### src/rtl/codec_cfg_pkg.sv
package codec_cfg_pkg;
  localparam int BYTE_W = 8;
  localparam int DMA_W  = 2;
  localparam int IRQ_W  = 4;

  function automatic logic [DMA_W-1:0] dma_lut(input logic [1:0] code);
    case (code)
      2'd0:    return 2'd0;
      2'd1:    return 2'd0;
      2'd2:    return 2'd1;
      default: return 2'd3;
    endcase
  endfunction

  function automatic logic [IRQ_W-1:0] irq_lut(input logic [2:0] code);
    case (code)
      3'd0:    return 4'd5;
      3'd1:    return 4'd7;
      3'd2:    return 4'd9;
      3'd3:    return 4'd10;
      3'd4:    return 4'd11;
      3'd5:    return 4'd12;
      3'd6:    return 4'd14;
      default: return 4'd15;
    endcase
  endfunction
endpackage

### src/rtl/cfg_port_decode.sv
module cfg_port_decode #(
  parameter int ADDR_W = 16,
  parameter int SPAN_W = 2
) (
  input  logic [ADDR_W-1:0] addr,
  input  logic [ADDR_W-1:0] base,
  input  logic              win_en,
  input  logic              rd,
  input  logic              wr,
  input  logic              acc_en,
  input  logic              mode,
  output logic              rd_hit,
  output logic              wr_ok,
  output logic              blocked
);
  logic match;

  always_comb begin
    match   = win_en && (addr[ADDR_W-1:SPAN_W] == base[ADDR_W-1:SPAN_W]);
    blocked = !acc_en && !mode;
    rd_hit  = match && rd;
    wr_ok   = match && wr && !blocked;
  end
endmodule

### src/rtl/cfg_port_store.sv
module cfg_port_store
  import codec_cfg_pkg::*;
(
  input  logic              clk,
  input  logic              rst_n,
  input  logic              wr_ok,
  input  logic [BYTE_W-1:0] wdata,
  output logic [BYTE_W-1:0] cfg_q,
  output logic [DMA_W-1:0]  dma_q,
  output logic [IRQ_W-1:0]  irq_q
);
  logic [BYTE_W-1:0] cfg_d;
  logic [DMA_W-1:0]  dma_d;
  logic [IRQ_W-1:0]  irq_d;

  always_comb begin
    cfg_d = cfg_q;
    dma_d = dma_q;
    irq_d = irq_q;
    if (wr_ok) begin
      cfg_d = wdata;
      dma_d = dma_lut(wdata[1:0]);
      irq_d = irq_lut(wdata[5:3]);
    end
  end

  always_ff @(posedge clk or negedge rst_n) begin
    if (!rst_n) begin
      cfg_q <= '0;
      dma_q <= dma_lut(2'd0);
      irq_q <= irq_lut(3'd0);
    end else if (wr_ok) begin
      cfg_q <= cfg_d;
      dma_q <= dma_d;
      irq_q <= irq_d;
    end
  end


  hold_chk: assert property (@(posedge clk) disable iff (!rst_n)
    !wr_ok |=> $stable(dma_q) && $stable(irq_q) && $stable(cfg_q));


  irq_map_chk: assert property (@(posedge clk) disable iff (!rst_n)
    wr_ok && wdata[5:3] == 3'd6 |=> irq_q == 4'd14);


  dma_map_chk: assert property (@(posedge clk) disable iff (!rst_n)
    wr_ok && wdata[1:0] == 2'd1 |=> dma_q == 2'd0);
endmodule

### src/rtl/cfg_port_rdmux.sv
module cfg_port_rdmux #(
  parameter int          BYTE_W    = 8,
  parameter logic [7:0]  STATUS_ID = 8'h04,
  parameter logic [7:0]  KEEP_MASK = 8'h40
) (
  input  logic              rd_hit,
  input  logic              blocked,
  input  logic [BYTE_W-1:0] cfg,
  output logic [BYTE_W-1:0] rdata
);
  logic [BYTE_W-1:0] status;

  for (genvar i = 0; i < BYTE_W; i++) begin : g_bit
    assign status[i] = STATUS_ID[i] | (KEEP_MASK[i] & cfg[i]);
  end

  always_comb begin
    if (!rd_hit)      rdata = '0;
    else if (blocked) rdata = '1;
    else              rdata = status;
  end
endmodule

### src/rtl/codec_cfg_port.sv
module codec_cfg_port
  import codec_cfg_pkg::*;
#(
  parameter int ADDR_W = 16
) (
  input  logic              clk,
  input  logic              rst_n,
  input  logic [ADDR_W-1:0] io_addr,
  input  logic              io_rd,
  input  logic              io_wr,
  input  logic [7:0]        io_wdata,
  input  logic [ADDR_W-1:0] cfg_base,
  input  logic              win_en,
  input  logic              acc_en,
  input  logic              mode,
  output logic [7:0]        rd_data,
  output logic              rd_drive,
  output logic [1:0]        dma_chan,
  output logic [3:0]        irq_line
);
  logic              rd_hit, wr_ok, blocked;
  logic [BYTE_W-1:0] cfg_q;

  cfg_port_decode #(.ADDR_W(ADDR_W), .SPAN_W(2)) u_dec (
    .addr(io_addr), .base(cfg_base), .win_en(win_en), .rd(io_rd), .wr(io_wr),
    .acc_en(acc_en), .mode(mode), .rd_hit(rd_hit), .wr_ok(wr_ok), .blocked(blocked)
  );

  cfg_port_store u_store (
    .clk(clk), .rst_n(rst_n), .wr_ok(wr_ok), .wdata(io_wdata),
    .cfg_q(cfg_q), .dma_q(dma_chan), .irq_q(irq_line)
  );

  cfg_port_rdmux #(.BYTE_W(BYTE_W), .STATUS_ID(8'h04), .KEEP_MASK(8'h40)) u_rd (
    .rd_hit(rd_hit), .blocked(blocked), .cfg(cfg_q), .rdata(rd_data)
  );

  assign rd_drive = rd_hit;


  gate_write_chk: assert property (@(posedge clk) disable iff (!rst_n)
    io_wr && !acc_en && !mode |=> $stable(dma_chan) && $stable(irq_line));


  status_read_chk: assert property (@(posedge clk) disable iff (!rst_n)
    rd_drive && (acc_en || mode) |-> rd_data[7] == 1'b0 && rd_data[5:0] == 6'h04);


  window_off_chk: assert property (@(posedge clk) disable iff (!rst_n)
    !win_en |-> !rd_drive);


  window_write_chk: assert property (@(posedge clk) disable iff (!rst_n)
    !win_en && io_wr |=> $stable(dma_chan) && $stable(irq_line));
endmodule

### config.mk
export PLATFORM = sky130hd
export DESIGN_NAME = codec_cfg_port
export DESIGN_NICKNAME = d
export VERILOG_FILES = /design/src/rtl/codec_cfg_pkg.sv /design/src/rtl/cfg_port_decode.sv /design/src/rtl/cfg_port_store.sv /design/src/rtl/cfg_port_rdmux.sv /design/src/rtl/codec_cfg_port.sv
export SDC_FILE = /design/constraint.sdc
export NUM_CORES = 1
export LEC_CHECK = 0
export BUFFER_PORTS_ARGS = -buffer_cell sky130_fd_sc_hd__buf_2
export CAP_MARGIN = 20
export CELL_PAD_IN_SITES_DETAIL_PLACEMENT = 1
export CELL_PAD_IN_SITES_GLOBAL_PLACEMENT = 1
export CORE_UTILIZATION = 23
export DETAILED_ROUTE_END_ITERATION = 8
export HOLD_SLACK_MARGIN = 0.05
export PLACE_DENSITY = 0.76
export SLEW_MARGIN = 20
export SYNTH_ARGS = -nofsm -noshare
export SYNTH_HDL_FRONTEND = slang
export SYNTH_SLANG_ARGS = --single-unit
export TNS_END_PERCENT = 5
### constraint.sdc
create_clock -name clk -period 3.7 [get_ports clk]
set_input_delay 1.11 -clock clk [delete_from_list [all_inputs] [get_ports clk]]
set_output_delay 1.11 -clock clk [all_outputs]
set_load 0.01 [all_outputs]
==> results.toml <==
[run_status]
run_status = "finished, final reports clean"

[final_layout]
share_of_final_layout_standard_cells_stronger_than_drive_strength_1_pct = 61.5
areaGrowthSynthToFinish_pct = 50.0
finish.net_count = 165
final_core_utilization_pct = 36.6
finalNonFillerCells = 147
filler_cell_count = 305
post-route-cell-area_um2 = 916
antenna-diode-count = 0

[sta]
final_max_slew_viol_count = 0
final_period_minus_worst_setup_slack_ns = 3.53
tightest_slew_ns = 0.328
skew_ns = 0
max_clock_freq_mhz = 283
worst_slew_margin_rel_pct = 78.1
layout_worst_path_cycle_share_pct = 95.5
setup-tns-final_ns = 0
rsz0062_at_grt = "no"
hold_viol_final = 0
worst_slack_ns = 0.168
report.final.setup_viol = 0

[synthesis]
synth_seq_cells = 7
synthFlopType = "sky130_fd_sc_hd__dfrtp_1"
synth-async-reset-ratio_pct = 100
postSynthCellCount = 63
number_of_synthesized_flops_with_an_enable_pin = 0
yosys.cell_types.count = 26
mappedNetlistNets = 110
synth.yosys.seq_area_share_pct = 29.1
synth_area_um2 = 611
ys_warnings = 0
synth.avg_cell_area_um2 = 9.69

[critical_path]
cpPeakStageDelay_ns = 0.29
crit_slowest_cell = "sky130_fd_sc_hd__and4_4"
timing.critical_path.max_delay_family = "simple AND/OR/NAND/NOR gates"
critical_path.n_buffers_inverters = 2
worstPathRequired_ns = 2.59
path_class = "primary input to output pin"
arrival_time_at_the_worst_endpoint_ns = 2.42
path_common_cell = "sky130_fd_sc_hd__buf_2"
crit_fanout = 6
crit_path_start_kind = "primary input"
path_cells = "buf_2 > xnor2_1 > o221ai_1 > nor4_2 > and4_4 > and2_2 > buf_2"
crit_path_end_kind = "output pin"

[placement]
globalplace.congestion = 0.710
detailed_place_hpwl_mm = 1.39
place.port_buffers = 55
dp_area_um2 = 886
post-place-cells = 143
preCtsSetupSlack_ns = 0.0734

[routing]
routed-via-count = 646
post_detailed_routing_wire_length_mm = 1.59
detail_route.first_pass.iterations = 4
drcViolationCount = 0
drt.antenna.violating_nets = 0
route.detailed.vias_per_inst = 4.39
wl_per_cell_um = 10.8
initialDrtViolationCount = 4

[grt]
grt_start_max_net_pins = 8
track_usage_pct = 12.2
grt_overflow = 0
grt_antenna_before_repair = 0
number_of_global_route_vias_before_repair = 655
grt_pass1_wl_mm = 2.50

[clock_tree]
worst_setup_hold_path_clk_slew_ns = 0.05
cts_num_sinks = 7
cts-root-buf = "sky130_fd_sc_hd__clkbuf_4"
tritoncts_clock_tree = "done"
cts_made_buffers = 3
insertion_delay_ns = 0.25
cts_max_level = 1
ctsHoldBuffers = 0
clock_path_buffers = 2

[floorplan]
initial_core_utilization_pct = 24.4
dieWidth_um = 53.5
cell_row_count = 18
floorplan.core_area_um2 = 2500
floorplan.die.height_um = 53.5
floorplan.io_pins = 62
die_area_um2 = 2860

[worst_hold_path]
min_path_type = "register to register"

[power_and_ir_drop]
worst_ir_drop_vdd_mv = 0.146
total_leakage_power_uw = 0.000556
power_density_nw_per_um2 = 218

[flow_run]
max_cap_viol_count = 0
## layout by cell type (no fill, tap or decap), drive strengths merged, types with 2 or more instances in the layout
cell type  instances
buf               56
mux2               4
clkbuf             4
inv                9
dfstp              2
a21oi              2
and2b              2
mux2i              3
xnor2              8
dfrtp              5
nand2              3
nor2               4
## cell usage after synthesis, drive strengths merged (2+ instances only)
master / count / area share [%]
inv: 9 / 5.5
mux2i: 3 / 4.9
nand2: 3 / 1.8
mux2: 4 / 9.8
and2b: 2 / 2.9
dfstp: 2 / 8.6
a21oi: 2 / 1.6
xnor2: 8 / 11
nor2: 4 / 2.5
dfrtp: 5 / 20
buf: 6 / 7.4
## cell families after synthesis
logic type             Yosys count  share of synthesized area (%)
AO/OA/AOI/OAI                    9                           10.9
XOR/XNOR                         9                           12.9
buffers and inverters           15                           12.9
flip-flops                       7                           29.1
multiplexers                     7                           14.8
AND/OR/NAND/NOR                 16                           19.5
## layer usage
| layer | track usage [%] | part of all wire, % | wire [µm] | vias up |
|---|---|---|---|---|
| li1 | - | - | - | 316 |
| met1 | 11.4 | 39 | 615 | 289 |
| met2 | 24.6 | 51 | 813 | 36 |
| met3 | 2.30 | 7.5 | 120 | 5 |
| met4 | 6.14 | 2.6 | 42 | 0 |
| met5 | 0 | 0 | 0 | - |
## state kept, by name (all words and copies together), names as in the netlist
register and flops:
u_store.irq_q 4, u_store.dma_q 2, u_store.cfg_q 1
## what timing repair did
action,CTS,global route
gates resized for setup,0,3
setup endpoints to repair,0,6
setup buffers,0,0
## power by group
part | switching, µW | internal [µW]
Sequential | 0.0673 | 76.9
Clock | 30.8 | 41.3
Combinational | 22.1 | 28.9
## metrics by stage
stage	power [µW]	hold slack [ns]
after global routing	215	0.490
final	200	0.467
after detailed placement	130	0.463
after CTS	203	0.471
after global placement	128	0.454
after floorplan	100	0.474
## worst paths after layout
kind                            cells after the start               end  slack (ns)        startpoint
worst max register to register                      1  u_store.cfg_q[6]        2.94  u_store.cfg_q[6]
worst min register to register                      2  u_store.irq_q[0]        0.47  u_store.irq_q[0]
min in group asynchronous                           1  u_store.dma_q[1]        0.68             rst_n
worst min-delay path                                2  u_store.irq_q[0]        0.47  u_store.irq_q[0]
max in group asynchronous                           1  u_store.irq_q[0]        2.79             rst_n
worst max-delay path                                7        rd_data[0]        0.17       cfg_base[5]
## layout make-up
| class | instances | area [µm²] | area share (%) |
|---|---|---|---|
| multi-input cells | 41 | 358 | 39.1 |
| repair buffers | 56 | 283 | 30.9 |
| flip-flops and latches | 7 | 178 | 19.4 |
| well taps | 30 | 37.5 | 4.10 |
| inverters | 9 | 33.8 | 3.69 |
| clock buffers | 4 | 26.3 | 2.87 |
(Power assumes the default switching activity.)
